`config.mk`:
```
export PLATFORM = sky130hd
export DESIGN_NAME = nmi_wd_ctrl
export DESIGN_NICKNAME = d
export VERILOG_FILES = /design/src/rtl/nmi_wd_pkg.sv /design/src/rtl/nmi_cfg_regs.sv /design/src/rtl/nmi_flag_bank.sv /design/src/rtl/nmi_wdog.sv /design/src/rtl/nmi_wd_ctrl.sv
export SDC_FILE = /design/constraint.sdc
export NUM_CORES = 1
export LEC_CHECK = 0
export BUFFER_PORTS_ARGS = -buffer_cell sky130_fd_sc_hd__buf_2
export CAP_MARGIN = 0
export CORE_MARGIN = 8
export CORE_UTILIZATION = 40
export CTS_CLUSTER_SIZE = 8
export DETAILED_ROUTE_END_ITERATION = 16
export GPL_ROUTABILITY_DRIVEN = 1
export PLACE_DENSITY = 0.69
export SLEW_MARGIN = 15
export SYNTH_ARGS = -nofsm -noshare
export SYNTH_HDL_FRONTEND = slang
export SYNTH_SLANG_ARGS = --single-unit
```
`constraint.sdc`:
```
create_clock -name clk_i -period 6.71 [get_ports clk_i]
set_input_delay 0.3355 -clock clk_i [delete_from_list [all_inputs] [get_ports clk_i]]
set_output_delay 0.3355 -clock clk_i [all_outputs]
set_load 0.01 [all_outputs]
```
`src/rtl/nmi_wd_pkg.sv`:
```
package nmi_wd_pkg;
  localparam int NUM_SRC  = 6;
  localparam int FLAG_W   = NUM_SRC + 1;
  localparam int CNT_W    = 16;
  localparam int CFG_W    = 16;
  localparam int EN_BIT   = 9;
  localparam int SRC_PIN  = 0;
  localparam int SRC_CLK  = 1;
  localparam int SRC_CIRQ = 2;
  localparam int SRC_CWD  = 3;
  localparam int SRC_BUS  = 4;
  localparam int SRC_BIST = 5;
endpackage

```
`src/rtl/nmi_cfg_regs.sv`:
```
module nmi_cfg_regs #(
  parameter int CFG_W   = 16,
  parameter int EN_BIT  = 9,
  parameter int CNT_W   = 16,
  parameter logic [CNT_W-1:0] PRD_RST = '1
) (
  input  logic             clk_i,
  input  logic             rst_ni,
  input  logic             cfg_we_i,
  input  logic [CFG_W-1:0] cfg_wdata_i,
  input  logic             prd_we_i,
  input  logic [CNT_W-1:0] prd_data_i,
  output logic             bus_en_o,
  output logic [CNT_W-1:0] prd_o
);
  logic en_q;
  logic [CNT_W-1:0] prd_q;
  logic unused_cfg_bits;

  assign unused_cfg_bits = ^{cfg_wdata_i[CFG_W-1:EN_BIT+1], cfg_wdata_i[EN_BIT-1:0]};

  // enable is set-only
  always_ff @(posedge clk_i or negedge rst_ni) begin
    if (!rst_ni) begin
      en_q  <= 1'b0;
      prd_q <= PRD_RST;
    end else begin
      en_q <= en_q | (cfg_we_i & cfg_wdata_i[EN_BIT]);
      if (prd_we_i) prd_q <= prd_data_i;
    end
  end

  assign bus_en_o = en_q;
  assign prd_o    = prd_q;
endmodule

```
`src/rtl/nmi_flag_bank.sv`:
```
module nmi_flag_bank #(
  parameter int NUM_SRC   = 6,
  parameter int GATED_IDX = 4
) (
  input  logic               clk_i,
  input  logic               rst_ni,
  input  logic [NUM_SRC-1:0] evt_i,
  input  logic               gate_en_i,
  input  logic               clr_we_i,
  input  logic [NUM_SRC:0]   clr_i,
  input  logic               frc_we_i,
  input  logic [NUM_SRC-1:0] frc_i,
  output logic [NUM_SRC:0]   flag_o,
  output logic               pulse_o
);
  logic [NUM_SRC-1:0] en_mask, eff, clr_src, src_q;
  logic sum_q, pulse_q, clr_sum, any_eff;

  for (genvar i = 0; i < NUM_SRC; i++) begin : g_en
    if (i == GATED_IDX) begin : g_gated
      assign en_mask[i] = gate_en_i;
    end else begin : g_live
      assign en_mask[i] = 1'b1;
    end
  end

  always_comb begin
    eff     = (evt_i | (frc_we_i ? frc_i : '0)) & en_mask;
    any_eff = |eff;
    clr_src = clr_we_i ? clr_i[NUM_SRC:1] : '0;
    clr_sum = clr_we_i & clr_i[0];
  end

  // set wins over clear
  always_ff @(posedge clk_i or negedge rst_ni) begin
    if (!rst_ni) begin
      src_q   <= '0;
      sum_q   <= 1'b0;
      pulse_q <= 1'b0;
    end else begin
      src_q   <= (src_q & ~clr_src) | eff;
      sum_q   <= (sum_q & ~clr_sum) | any_eff;
      pulse_q <= (|(eff & ~src_q)) | (any_eff & ~sum_q);
    end
  end

  assign flag_o  = {src_q, sum_q};
  assign pulse_o = pulse_q;
endmodule

```
`src/rtl/nmi_wdog.sv`:
```
module nmi_wdog #(
  parameter int CNT_W = 16
) (
  input  logic             clk_i,
  input  logic             rst_ni,
  input  logic             active_i,
  input  logic [CNT_W-1:0] prd_i,
  output logic [CNT_W-1:0] cnt_o,
  output logic             rst_req_o,
  output logic             cause_o
);
  localparam logic [CNT_W-1:0] ONE = {{(CNT_W-1){1'b0}}, 1'b1};

  logic [CNT_W-1:0] cnt_q;
  logic req_q, hit_q, cause_q;

  always_ff @(posedge clk_i or negedge rst_ni) begin
    if (!rst_ni) begin
      cnt_q   <= '0;
      req_q   <= 1'b0;
      hit_q   <= 1'b0;
      cause_q <= 1'b0;
    end else begin
      req_q <= 1'b0;
      if (!active_i) begin
        cnt_q <= '0;
        hit_q <= 1'b0;
      end else if (cnt_q >= prd_i) begin
        // fire once per episode, then hold
        if (!hit_q) begin
          req_q   <= 1'b1;
          hit_q   <= 1'b1;
          cause_q <= 1'b1;
        end
      end else begin
        cnt_q <= cnt_q + ONE;
      end
    end
  end

  assign cnt_o     = cnt_q;
  assign rst_req_o = req_q;
  assign cause_o   = cause_q;
endmodule

```
`src/rtl/nmi_wd_ctrl.sv`:
```
module nmi_wd_ctrl
  import nmi_wd_pkg::*;
#(
  parameter logic [CNT_W-1:0] PRD_RST = '1
) (
  input  logic               clk_i,
  input  logic               rst_ni,
  input  logic [NUM_SRC-1:0] src_evt_i,
  input  logic               cfg_we_i,
  input  logic [CFG_W-1:0]   cfg_wdata_i,
  input  logic               clr_we_i,
  input  logic [FLAG_W-1:0]  clr_data_i,
  input  logic               frc_we_i,
  input  logic [NUM_SRC-1:0] frc_data_i,
  input  logic               prd_we_i,
  input  logic [CNT_W-1:0]   prd_data_i,
  output logic [FLAG_W-1:0]  flag_o,
  output logic               bus_err_en_o,
  output logic [CNT_W-1:0]   wd_prd_o,
  output logic [CNT_W-1:0]   wd_cnt_o,
  output logic               nmi_pulse_o,
  output logic               rst_req_o,
  output logic               wd_cause_o
);
  logic bus_en;
  logic [CNT_W-1:0] prd;
  logic [FLAG_W-1:0] flags;

  nmi_cfg_regs #(.CFG_W(CFG_W), .EN_BIT(EN_BIT), .CNT_W(CNT_W), .PRD_RST(PRD_RST)) u_cfg (
    .clk_i, .rst_ni, .cfg_we_i, .cfg_wdata_i,
    .prd_we_i, .prd_data_i, .bus_en_o(bus_en), .prd_o(prd)
  );

  nmi_flag_bank #(.NUM_SRC(NUM_SRC), .GATED_IDX(SRC_BUS)) u_flags (
    .clk_i, .rst_ni, .evt_i(src_evt_i), .gate_en_i(bus_en),
    .clr_we_i, .clr_i(clr_data_i), .frc_we_i, .frc_i(frc_data_i),
    .flag_o(flags), .pulse_o(nmi_pulse_o)
  );

  nmi_wdog #(.CNT_W(CNT_W)) u_wdog (
    .clk_i, .rst_ni, .active_i(|flags), .prd_i(prd),
    .cnt_o(wd_cnt_o), .rst_req_o, .cause_o(wd_cause_o)
  );

  assign flag_o       = flags;
  assign bus_err_en_o = bus_en;
  assign wd_prd_o     = prd;
endmodule

```
==> results of run 1 <==
## cells in the mapped netlist, types with 3 or more instances
library cell	number
mux2i_1	8
nand2_1	53
dfstp_2	16
nor4_1	9
inv_1	21
o31ai_1	8
a21oi_1	17
ha_1	17
nor3_1	6
clkbuf_1	8
nand3_1	8
nand2b_1	8
dfrtp_1	28
nor2_1	7
or3_1	3
nand4_1	9
o21ai_0	19
or4_1	4
## sequential cells by signal, summed over array words and instances (netlist names)
name              count
u_cfg.prd_o          16
u_wdog.cnt_o         16
u_flags.src_q         6
u_cfg.bus_en_o        1
u_flags.pulse_o       1
u_flags.sum_q         1
u_wdog.cause_o        1
u_wdog.hit_q          1
u_wdog.rst_req_o      1
## layer usage
metal | share of wire [%] | wire, um | track usage, % | vias to the layer above
li1 | - | - | - | 1134
met1 | 44 | 2787 | 17.68 | 1020
met2 | 47 | 2949 | 24.16 | 83
met3 | 8.7 | 550 | 5.079 | 5
met4 | 0.54 | 34 | 2.731 | 0
met5 | 0 | 0 | 0 | -
## critical path, cell delays in order, from the launching register on
cell     delay (ns)
dfstp_2        0.53
inv_1          0.06
ha_1           0.30
nand4_1        0.12
or3_1          0.46
o31ai_2        0.69
nor3_1         0.14
mux2i_1        0.15
## per-stage QoR
stage | instances | hold slack, ns | util [%] | power (mW)
floorplan | 271 | 0.03991 | - | 0.5156
global placement | 420 | 0.4489 | 49.54 | 0.5980
detailed placement | 420 | 0.4566 | 49.54 | 0.6120
CTS | 428 | 0.2330 | 51.34 | 0.8157
global route | 428 | 0.2233 | 51.43 | 0.8636
finish | 428 | 0.2044 | 51.43 | 0.8072
## worst min-delay path by stage
stage | cells after the start | startpoint | to | slack (ns)
finish | 1 | rst_ni | u_wdog.cnt_o[9] | 0.20
global route | 2 | cfg_wdata_i[9] | u_cfg.bus_en_o | 0.22
CTS | 2 | cfg_wdata_i[9] | u_cfg.bus_en_o | 0.23
detailed placement | 1 | u_wdog.hit_q | u_wdog.rst_req_o | 0.46
global placement | 1 | u_wdog.hit_q | u_wdog.rst_req_o | 0.45
floorplan | 0 | rst_ni | u_cfg.bus_en_o | 0.04
## cell type report
type / count / area, sq um
fill: 597 / 2893
tap: 75 / 93.84
clock buffer: 6 / 72.57
timing repair buffer: 84 / 420.4
sequential: 44 / 1121
multi-input combinational: 196 / 1241
inverter: 21 / 78.83
clock inverter: 2 / 35.03
## cells by family (layout without fill, tap and decap cells)
logic type               count (synthesis)  in the layout  share of synthesized area, %
AO/OA/AOI/OAI                           59             59                         16.01
adder cells (fa/ha/maj)                 17             17                         8.560
buffers and inverters                   31            113                         5.136
flip-flops                              44             44                         45.12
multiplexers                             9              9                         3.676
AND/OR/NAND/NOR                        111            111                         21.50
## power groups by stage
stage               Clock [mW]  Combinational [mW]  Sequential, mW
finish                   0.202               0.250           0.355
floorplan                    0               0.149           0.367
detailed placement           0               0.253           0.359
global placement             0               0.240           0.357
global route             0.218               0.283           0.362
CTS                      0.208               0.254           0.354
==> flow_results.org, run 1 <==
** Logic synthesis
- After synthesis, flip-flops and latches occupy 45.12% of the total area.
- The synthesized netlist occupies a cell area of 2485 sq um.
- Share of the synthesized area in the top cell type :: 28.20%
- Number of library cell types mapped by synthesis :: 36
- Warnings from Yosys :: 0
- Synthesis inferred 44 register bits.
- The synthesized design contains 0 enable-type register cells.
- Of all cell types, the one taking the most synthesized area is dfrtp_1.
- Top area cells in the synthesized netlist :: dfrtp_1 (28%), dfstp_2 (17%), ha_1 (8.6%)
- Syn Inst Count :: 271
- Average instance area after synthesis :: 9.169 sq um
- Flip-flop cell with the highest count after synthesis :: dfrtp_1
- The number of nets in the synthesized netlist is 345.
- Async S/R FF share, synth :: 100.0%

** Setup path
- STA classifies the critical path endpoint as a flop.
- In this run the critical register-to-register path is launched from u_cfg.prd_o[9].
- Measured in cells, the most critical reg-to-reg path has a length of 7.
- The most critical setup path has its endpoint at u_wdog.cnt_o[11].
- Required time worst endpoint :: 6.89 ns
- Worst Setup SP :: u_cfg.prd_o[9]
- Maximum fanout along the worst path :: 11
- Across all register-to-register paths, the minimum setup slack is 4.13 ns.
- The critical path in this run is classified as reg2reg.
- STA classifies the critical path startpoint as a flop.
- The worst register-to-register path ends at u_wdog.cnt_o[11].
- STA puts the critical path data arrival time at 2.76 ns.

** Die
- After floorplanning, the core was divided into 28 placement rows.
- Die Outline Area :: 8990 sq um
- Io pins :: 100
- Once the floorplan was initialized, standard cells occupied 41.72% of the core.
- The floorplan step set the die height to 94.82 um.
- The die is 94.82 um wide.
- Core outline area :: 5956 sq um

** Placement
- DP HPWL :: 4882 um
- Global placement routability congestion :: 0.7900
- Summing all placed instances gives a cell area of 2950 sq um.
- Buffers placed on the I/O ports in this run total 84.
- Dpl ws :: 3.774 ns

** Clocking
- Total of cells resized after clock tree synthesis :: 0
- Hold Buf Count CTS :: 0
- The clock tree synthesis step divided the H-tree into 2 levels.
- Number of buffers added for setup after CTS :: 0
- CTS saw 44 sinks.
- Counting the buffers created by CTS gives 5.
- After clock tree synthesis, the clock-pin slew on the worst setup and hold paths is 0.09 ns.
- The tree is rooted in a clkbuf_8.
- Clock latency reported for the late side of the worst-skew pair :: 0.30 ns
- No sink is reached through more buffers than the 2 on the longest clock path.
- Clock tree from TritonCTS :: built

** Cells and area
- Post-route design area :: 3063 sq um
- Relative to the synthesized area, the layout overhead comes to 23.26%.
- Leaving out fill and tap cells, the most frequent cell in the layout is buf_2.
- Most used cells in the layout excluding fill and tap cells :: buf_2 (84), nand2_1 (53), dfrtp_1 (28), inv_1 (21), o21ai_0 (19)
- Diode insertion count for antenna repair :: 0
- In the final design database the tool counted 426 nets.
- Share of post-route cells with drive strength above 1 :: 32.01%

** STA
- Final Max Tran Viols :: 0
- Once routing completed, OpenROAD measured the worst setup slack at 4.130 ns.
- Setup repair after global routing missed its margin :: no
- Based on the critical path, the design can be clocked at up to 387.6 MHz.
- Count of endpoints failing hold in the final timing report :: 0
- Setup violations remaining at the end of the flow were counted as 0.
- After layout, the worst path uses 38.45% of the clock period.
- Between clock sinks in the finished design, the worst skew comes to 0.007173 ns.
- For the finished layout, the period the worst path requires is 2.580 ns.
- Total Neg Setup Slack :: 0 ns
- Measured against its own limit, the worst slew margin works out to 33.87%.
- At the pin with the least slew margin, the transition time is 0.9920 ns.

** Pwr
- Part of the total power dissipated in sequential elements :: 43.9%
- In this run the static leakage power is 1.480 nW.
- Internal Dissipation :: 529.4 uW
- Clock Power Share :: 25.1%
- Combinational logic is responsible for 31.0% of the overall power.
- Net load switching power :: 277.8 uW
- Dividing total power by cell area gives a power density of 263.5 nW/um^2.
- Peak VDD IR :: 0.0001221 V
- Sw frac :: 34.42%

** Global routing
- Total global-route track usage :: 14.47%
- The number of antenna violations at the first check in global routing is 0.
- After global routing the overflow that remains totals 0.
- The first global-routing pass estimated 10,650 um of wire.
- Entering global routing, the biggest net connects 45 pins.
- Via count of the first global-routing pass :: 2,297

** Routing
- Number of optimization iterations in the first detailed-route pass :: 4
- Total detailed-routing wirelength :: 6320 um
- In the routed design, unresolved DRC markers number 0.
- In this run the remaining antenna-violating nets after routing total 0.
- Drt wl/cell :: 14.77 um
- After detailed routing, the number of vias per cell comes to 5.238.
- Total via count after detailed routing :: 2,242
- Starting DRC count in detailed routing :: 149

** Worst hold path
- Classification of the worst-slack hold path :: in2async

** Run
- Max-cap violations :: 0

** Run status
- The flow ran to the end, and the final reports show no timing, DRC or antenna violations.
Power figures use the tool's default switching activity.
==> run 2, diff against run 1 <==
Clock period 6.71 ns to 2.4 ns, I/O delays scaled along.
==> flow_results.org, run 2 (same netlist as run 1, synthesis figures left out) <==
** Routing
- The first TritonRoute pass finished after 4 iterations.
- DRC violations left :: 0
- Remaining antenna violation count :: 0
- Vias/cell :: 5.367
- Routed length on met1 :: 2977 um
- Summed over all layers, the routed wires come to 7155 um.
- Total via count after detailed routing :: 2,415
- Signal routing reaches up to met4.
- The detailed router finished its first iteration with 113 violations.
- The routed design uses 571 um of met3 wire.
- After detailed routing, the met2 layer carries 3443 um of wire.
- Drt wl/cell :: 15.90 um

** Placement
- Port buffering added 84 buffers.
- Global placement routability congestion :: 0.7835
- Post-placement cell area :: 3090 sq um
- Once detailed placement completed, the half-perimeter wirelength came to 5052 um.

** STA
- Setup clock skew after layout :: 0.005380 ns
- Clock period minus final worst setup slack :: 2.448 ns
- The max-slew violation count is 0.
- Based on the critical path, the design can be clocked at up to 408.5 MHz.
- Setup repair after global routing missed its margin :: yes
- Worst Hold Margin :: -0.01287 ns
- Rel. slew slack :: 33.66%
- Final critical-path share of the clock period :: 102.0%
- Number of endpoints failing setup at the final stage :: 4
- Count of endpoints failing hold in the final timing report :: 24
- For the pin with the worst max-slew slack, the measured transition is 0.9951 ns.
- Across all setup checks in the final design, the least slack found is -0.04815 ns.
- Total Neg Setup Slack :: -0.1078 ns

** Setup path
- In this design, the largest share of critical-path delay is due to compound AO/OA/AOI/OAI gates.
- Data on the critical path arrives at its endpoint at 2.68 ns.
- For this design, the slowest cell found on the critical path is dfstp_2.
- Buf/Inv on CP :: 2
- Number of cells on the worst reg-to-reg path :: 8
- By startpoint and endpoint, the worst setup path is classified as reg2reg.
- Depth of the critical timing path with buffers and inverters included :: 8
- The signal on the critical path passes through inv_1 > ha_4 > nand4_1 > or3_4 > o31ai_4 > buf_6 > o31ai_1 > a21oi_2.
- Along the worst path, the maximum fanout reaches 6.
- On the worst path, the slowest cell contributes a delay of 0.54 ns.
- Critical path startpoint category :: flop
- For the worst setup path, the data required time is 2.63 ns.
- The worst setup path is captured at a flop.

** Clocking
- Maximum clock path buffer count :: 2
- Counting every sink on the clock net gives 44.
- After clock tree synthesis, the clock-pin slew on the worst setup and hold paths is 0.08 ns.
- Level count of the clock H-tree :: 2
- The number of clock buffers added by TritonCTS is 5.
- Clock tree from TritonCTS :: built
- Clk Tree Root Cell :: clkbuf_8
- At the later pin of the worst-skew pair, clock insertion delay measures 0.30 ns.

** Die
- Initial Util :: 41.72%
- Core outline area :: 5956 sq um
- Site row count :: 28
- The floorplan step defined a die boundary enclosing 8990 sq um.
- Die boundary width :: 94.82 um
- The die is 94.82 um tall.
- For this design the top-level I/O count stands at 100.

** Global routing
- For this run, the total global-route usage over all layers was measured as 15.22%.
- The number of antenna violations at the first check in global routing is 0.
- Global routing finished with a remaining overflow of 0.
- The number of global-route vias before repair was 2,519.
- Maximum number of pins on one net before global-route repair :: 45
- Global-route wire length before repair :: 11,140 um

** Pwr
- VDD sags by at most 0.0003754 V.
- Power per Cell Area :: 731.4 nW/um^2
- Static leakage :: 1.609 nW
- The design draws 2.518 mW.

** Cells and area
- Post-route design area :: 3442 sq um
- Commonest non-fill, non-tap cell in the layout :: buf_2
- Compared with the post-synthesis result, the final layout area differs by 38.52%.
- 0 antenna diodes ended up in the layout.
- Count of nets after finishing :: 448
- Most used cells in the layout excluding fill and tap cells :: buf_2 (84), nand2_1 (53), dfrtp_1 (28), inv_1 (19), buf_4 (19)
- Share of post-route cells with drive strength above 1 :: 41.60%

** Worst hold path
- Classification of the worst-slack hold path :: in2async

** Run
- Max-cap violations :: 0

** Run status
- Status :: finished with violations
- The final reports fail on negative hold slack, negative setup slack.
## run 2: changes by cell type in the layout (fill, tap and decap cells not counted), moves of 2 or more
cell and delta:
ha_4 +6, buf_4 +19, nor4_2 +2, inv_1 -2, a21oi_1 -3, a21oi_2 +3, or4_4 +2, ha_1 -7
nor4_1 -3, buf_6 +2, inv_2 +2, or4_1 -2
## run 2: worst paths after layout
kind | from | endpoint | slack, ns
worst max register to register | u_cfg.prd_o[15] | u_wdog.cnt_o[13] | -0.05
worst max-delay path | u_cfg.prd_o[15] | u_wdog.cnt_o[13] | -0.05
worst min register to register | u_wdog.hit_q | u_wdog.rst_req_o | 0.46
worst min-delay path | rst_ni | u_wdog.cnt_o[11] | -0.01
min in group clk_i | cfg_wdata_i[9] | u_cfg.bus_en_o | 0.02
max in group asynchronous | rst_ni | u_wdog.cnt_o[1] | 1.80
## run 2: layer usage
metal	track usage, %	vias up
met3	4.444	16
met2	26.36	100
li1	-	1166
met5	0	-
met1	17.65	1133
met4	4.811	0
## run 2: power breakdown
part	switching [mW]	total, mW	internal, mW	leakage [nW]
Clock	0.260	0.634	0.374	0.0636
Sequential	0.0833	0.950	0.866	0.504
Combinational	0.515	0.934	0.420	1.04
Total	0.858	2.52	1.66	1.61
## run 2: final cells by class
class | count | area [sq um]
Tap cell | 75 | 93.84
Timing Repair Buffer | 106 | 605.6
Inverter | 21 | 78.83
Sequential cell | 44 | 1121
Clock buffer | 7 | 97.59
Fill cell | 560 | 2514
Clock inverter | 1 | 30.03
Multi-Input combinational cell | 196 | 1415
## run 2: timing repair
item	CTS	global route
setup buffers	2	4
hold buffers	0	0
pin swaps	8	9
endpoints found under the setup margin	5	15
gates resized for setup	9	23
## run 2: per-stage QoR
stage                     hold WS [ns]  setup slack, ns  utilization (%)  cells
after floorplan                -0.1756         0.001092                -    271
after global placement          0.3223        -0.005893            51.89    437
after detailed placement        0.3259          -0.1119            51.89    437
after CTS                      0.01604         -0.09163            55.11    447
after global routing           0.01144          -0.1223            57.79    450
final                         -0.01287         -0.04815            57.79    450
==> run 3, diff against run 2 <==
Settings changed: CORE_UTILIZATION 40 to 45, PLACE_DENSITY 0.69 to 0.76.
==> flow_results.org, run 3 (same netlist as run 1, synthesis figures left out) <==
** Pwr
- Peak VDD IR :: 0.0003010 V
- After layout, the design draws a total of 2.320 mW.
- For this design the ratio of total power to cell area is 714.2 nW/um^2.
- In this run the static leakage power is 1.582 nW.

** Setup path
- Along the worst path, the maximum fanout reaches 6.
- The endpoint identified for the worst register-to-register timing path is u_wdog.cnt_o[15].
- Worst path cell trace :: inv_2 > ha_4 > a211o_1 > a2111oi_2 > o31ai_1 > buf_4 > or4_4 > a21oi_1
- Stage delay of the slowest cell on the critical path :: 0.55 ns
- Setup slack, reg-to-reg :: -0.06 ns
- Critical Path Sink Type :: flop
- CP arrival :: 2.67 ns
- The startpoint identified for the worst register-to-register timing path is u_cfg.prd_o[13].
- Required time worst endpoint :: 2.62 ns
- Critical-path top delay cell :: dfstp_2
- The critical path crosses 8 cells after its start point.
- Measured in cells, the most critical reg-to-reg path has a length of 8.
- Critical path startpoint category :: flop
- On the critical path the largest part of the delay comes from compound AO/OA/AOI/OAI gates.
- Buf/Inv on CP :: 2
- The critical path is of the reg2reg type.

** Worst hold path
- Classification of the worst-slack hold path :: in2async

** STA
- Final hold analysis gives a worst-case slack of -0.03217 ns.
- Clock period minus final worst setup slack :: 2.456 ns
- Number of endpoints failing setup at the final stage :: 3
- The max-slew violation count was 0.
- At the pin with the least slew margin, the transition time is 0.9512 ns.
- Count of endpoints failing hold in the final timing report :: 28
- Setup clock skew after layout :: 0.004527 ns
- Setup repair after global routing could not meet its margin everywhere.
- The worst pin sits at a relative slew slack of 36.59%.
- Setup slack of the critical path after layout :: -0.05626 ns
- The final critical path takes up 102.3% of the cycle.
- Maximum clock frequency :: 407.1 MHz

** Die
- Site row count :: 27
- After floorplanning, the core was sized to cover 5405 sq um.
- The die is 90.31 um tall.
- Initial Util :: 45.97%
- The floorplan step defined a die boundary enclosing 8156 sq um.
- 100 I/O pins were placed.
- The floorplan step set the die width to 90.31 um.

** Global routing
- Global-route wire length before repair :: 10,980 um
- Maximum number of pins on one net before global-route repair :: 45
- Initial antenna violation count :: 0
- Met1 global-route usage :: 19.84%
- The number of global-route vias before repair was 2,437.
- Met2 track demand over resource :: 24.79%
- In the global route stage, overall resource usage came out at 15.83%.
- The layer flagged by global routing as most heavily used is met2.
- Met3 usage :: 6.151%
- For this run the aggregate overflow at the end of global routing stands at 0.

** Cells and area
- Commonest non-fill, non-tap cell in the layout :: buf_2
- Post-route design area :: 3248 sq um
- In the layout the commonest cells are buf_2 (84), nand2_1 (53), dfrtp_1 (28), inv_1 (20), o21ai_0 (19).
- Count of nets after finishing :: 444
- Non-filler cells, final :: 443
- Area growth from synthesis to final layout :: 30.72%
- Share of post-route cells with drive strength above 1 :: 37.47%
- Diode insertion count for antenna repair :: 0

** Routing
- After detailed routing, the number of remaining DRC violations is 0.
- Total via count after detailed routing :: 2,311
- Starting DRC count in detailed routing :: 149
- Dividing the detail-routed via count by the number of cells gives 5.217.
- Total detailed-routing wirelength :: 6308 um
- After detailed routing, the average wire length per cell comes to 14.24 um.
- Number of optimization iterations in the first detailed-route pass :: 4
- Remaining antenna violation count :: 0

** Run status
- The checks that failed: negative hold slack, negative setup slack.
- Status :: finished with violations

** Clocking
- The later pin in the worst-skew pair is clocked with a latency of 0.30 ns.
- The longest clock path from root to sink contains 2 buffers.
- Level count of the clock H-tree :: 2
- Clk Tree Root Cell :: clkbuf_8
- For this design, the sink count on the clock tree is 44.
- Clock tree synthesis inserted a total of 5 buffers.
- Clock tree from TritonCTS :: built
- After clock tree synthesis, the clock-pin slew on the worst setup and hold paths is 0.08 ns.

** Placement
- Dpl cells :: 432
- The HPWL after detailed placement is 4891 um.
- Port buffering added 84 buffers.
- In this run the cell area measured after placement is 3059 sq um.
- Global placement routability congestion :: 0.8485

** Run
- Max-cap violations in this run came to 0.
## run 3: changes by cell type in the layout (fill, tap and decap cells not counted), moves of 3 or more
cell,previous run,this run
buf_4,19,16
ha_1,10,15
ha_4,6,1
nor4_1,6,9
## run 3: how the worst max path moves through the flow
| stage | start | slack (ns) | end |
|---|---|---|---|
| floorplan | u_cfg.prd_o[13] | 0.001 | u_wdog.cnt_o[13] |
| global placement | u_cfg.prd_o[13] | -0.0008 | u_wdog.cnt_o[13] |
| detailed placement | u_cfg.prd_o[13] | -0.09 | u_wdog.cnt_o[7] |
| CTS | u_cfg.prd_o[13] | -0.03 | u_wdog.cnt_o[7] |
| global route | u_cfg.prd_o[12] | -0.14 | u_wdog.cnt_o[9] |
| finish | u_cfg.prd_o[13] | -0.06 | u_wdog.cnt_o[15] |
## run 3: worst register-to-register path: cells and delay by family (launching register included)
| kind | cells | cell delay [ns] |
|---|---|---|
| adders and majority gates | 1 | 0.23 |
| and+or+nand+nor | 1 | 0.47 |
| AOI/OAI and AO/OA | 4 | 0.92 |
| DFF | 1 | 0.55 |
| buffers and inverters | 2 | 0.22 |
## run 3: area by class of cell
type                    instances  area (sq um)
multi-input cells             196          1287
flip-flops and latches         44          1121
well taps                      72         90.09
clock buffers                   6         72.57
fillers                       501          2157
inverters                      21         78.83
repair buffers                102         563.0
clock inverters                 2         35.03
## run 3: timing repair
action,in CTS,in global routing
buffers inserted,2,1
resized for setup,5,10
endpoints found under the setup margin,5,17
pin swaps,3,12
hold buffers,0,0
## run 3: layer usage
layer / share of wire [%] / vias to the layer above
met4: 1.3 / 0
met3: 6.7 / 10
met2: 46 / 72
met5: 0 / -
li1: - / 1166
met1: 46 / 1063
## run 3: through the flow
stage          worst slack, ns  setup TNS [ns]  util [%]
2_1_floorplan         0.001092               0         -
3_3_place_gp        -0.0007880      -0.0007880     56.60
3_5_place_dp          -0.09456         -0.3184     56.60
4_1_cts               -0.02867        -0.08975     59.17
5_1_grt                -0.1361         -0.5119     60.09
6_report              -0.05626        -0.08686     60.09
## run 3: power by group
group	total, mW	leakage (nW)	switching, mW	internal [mW]
sequential	0.966	0.504	0.100	0.866
clock	0.560	0.0552	0.251	0.309
combinational	0.793	1.02	0.435	0.357
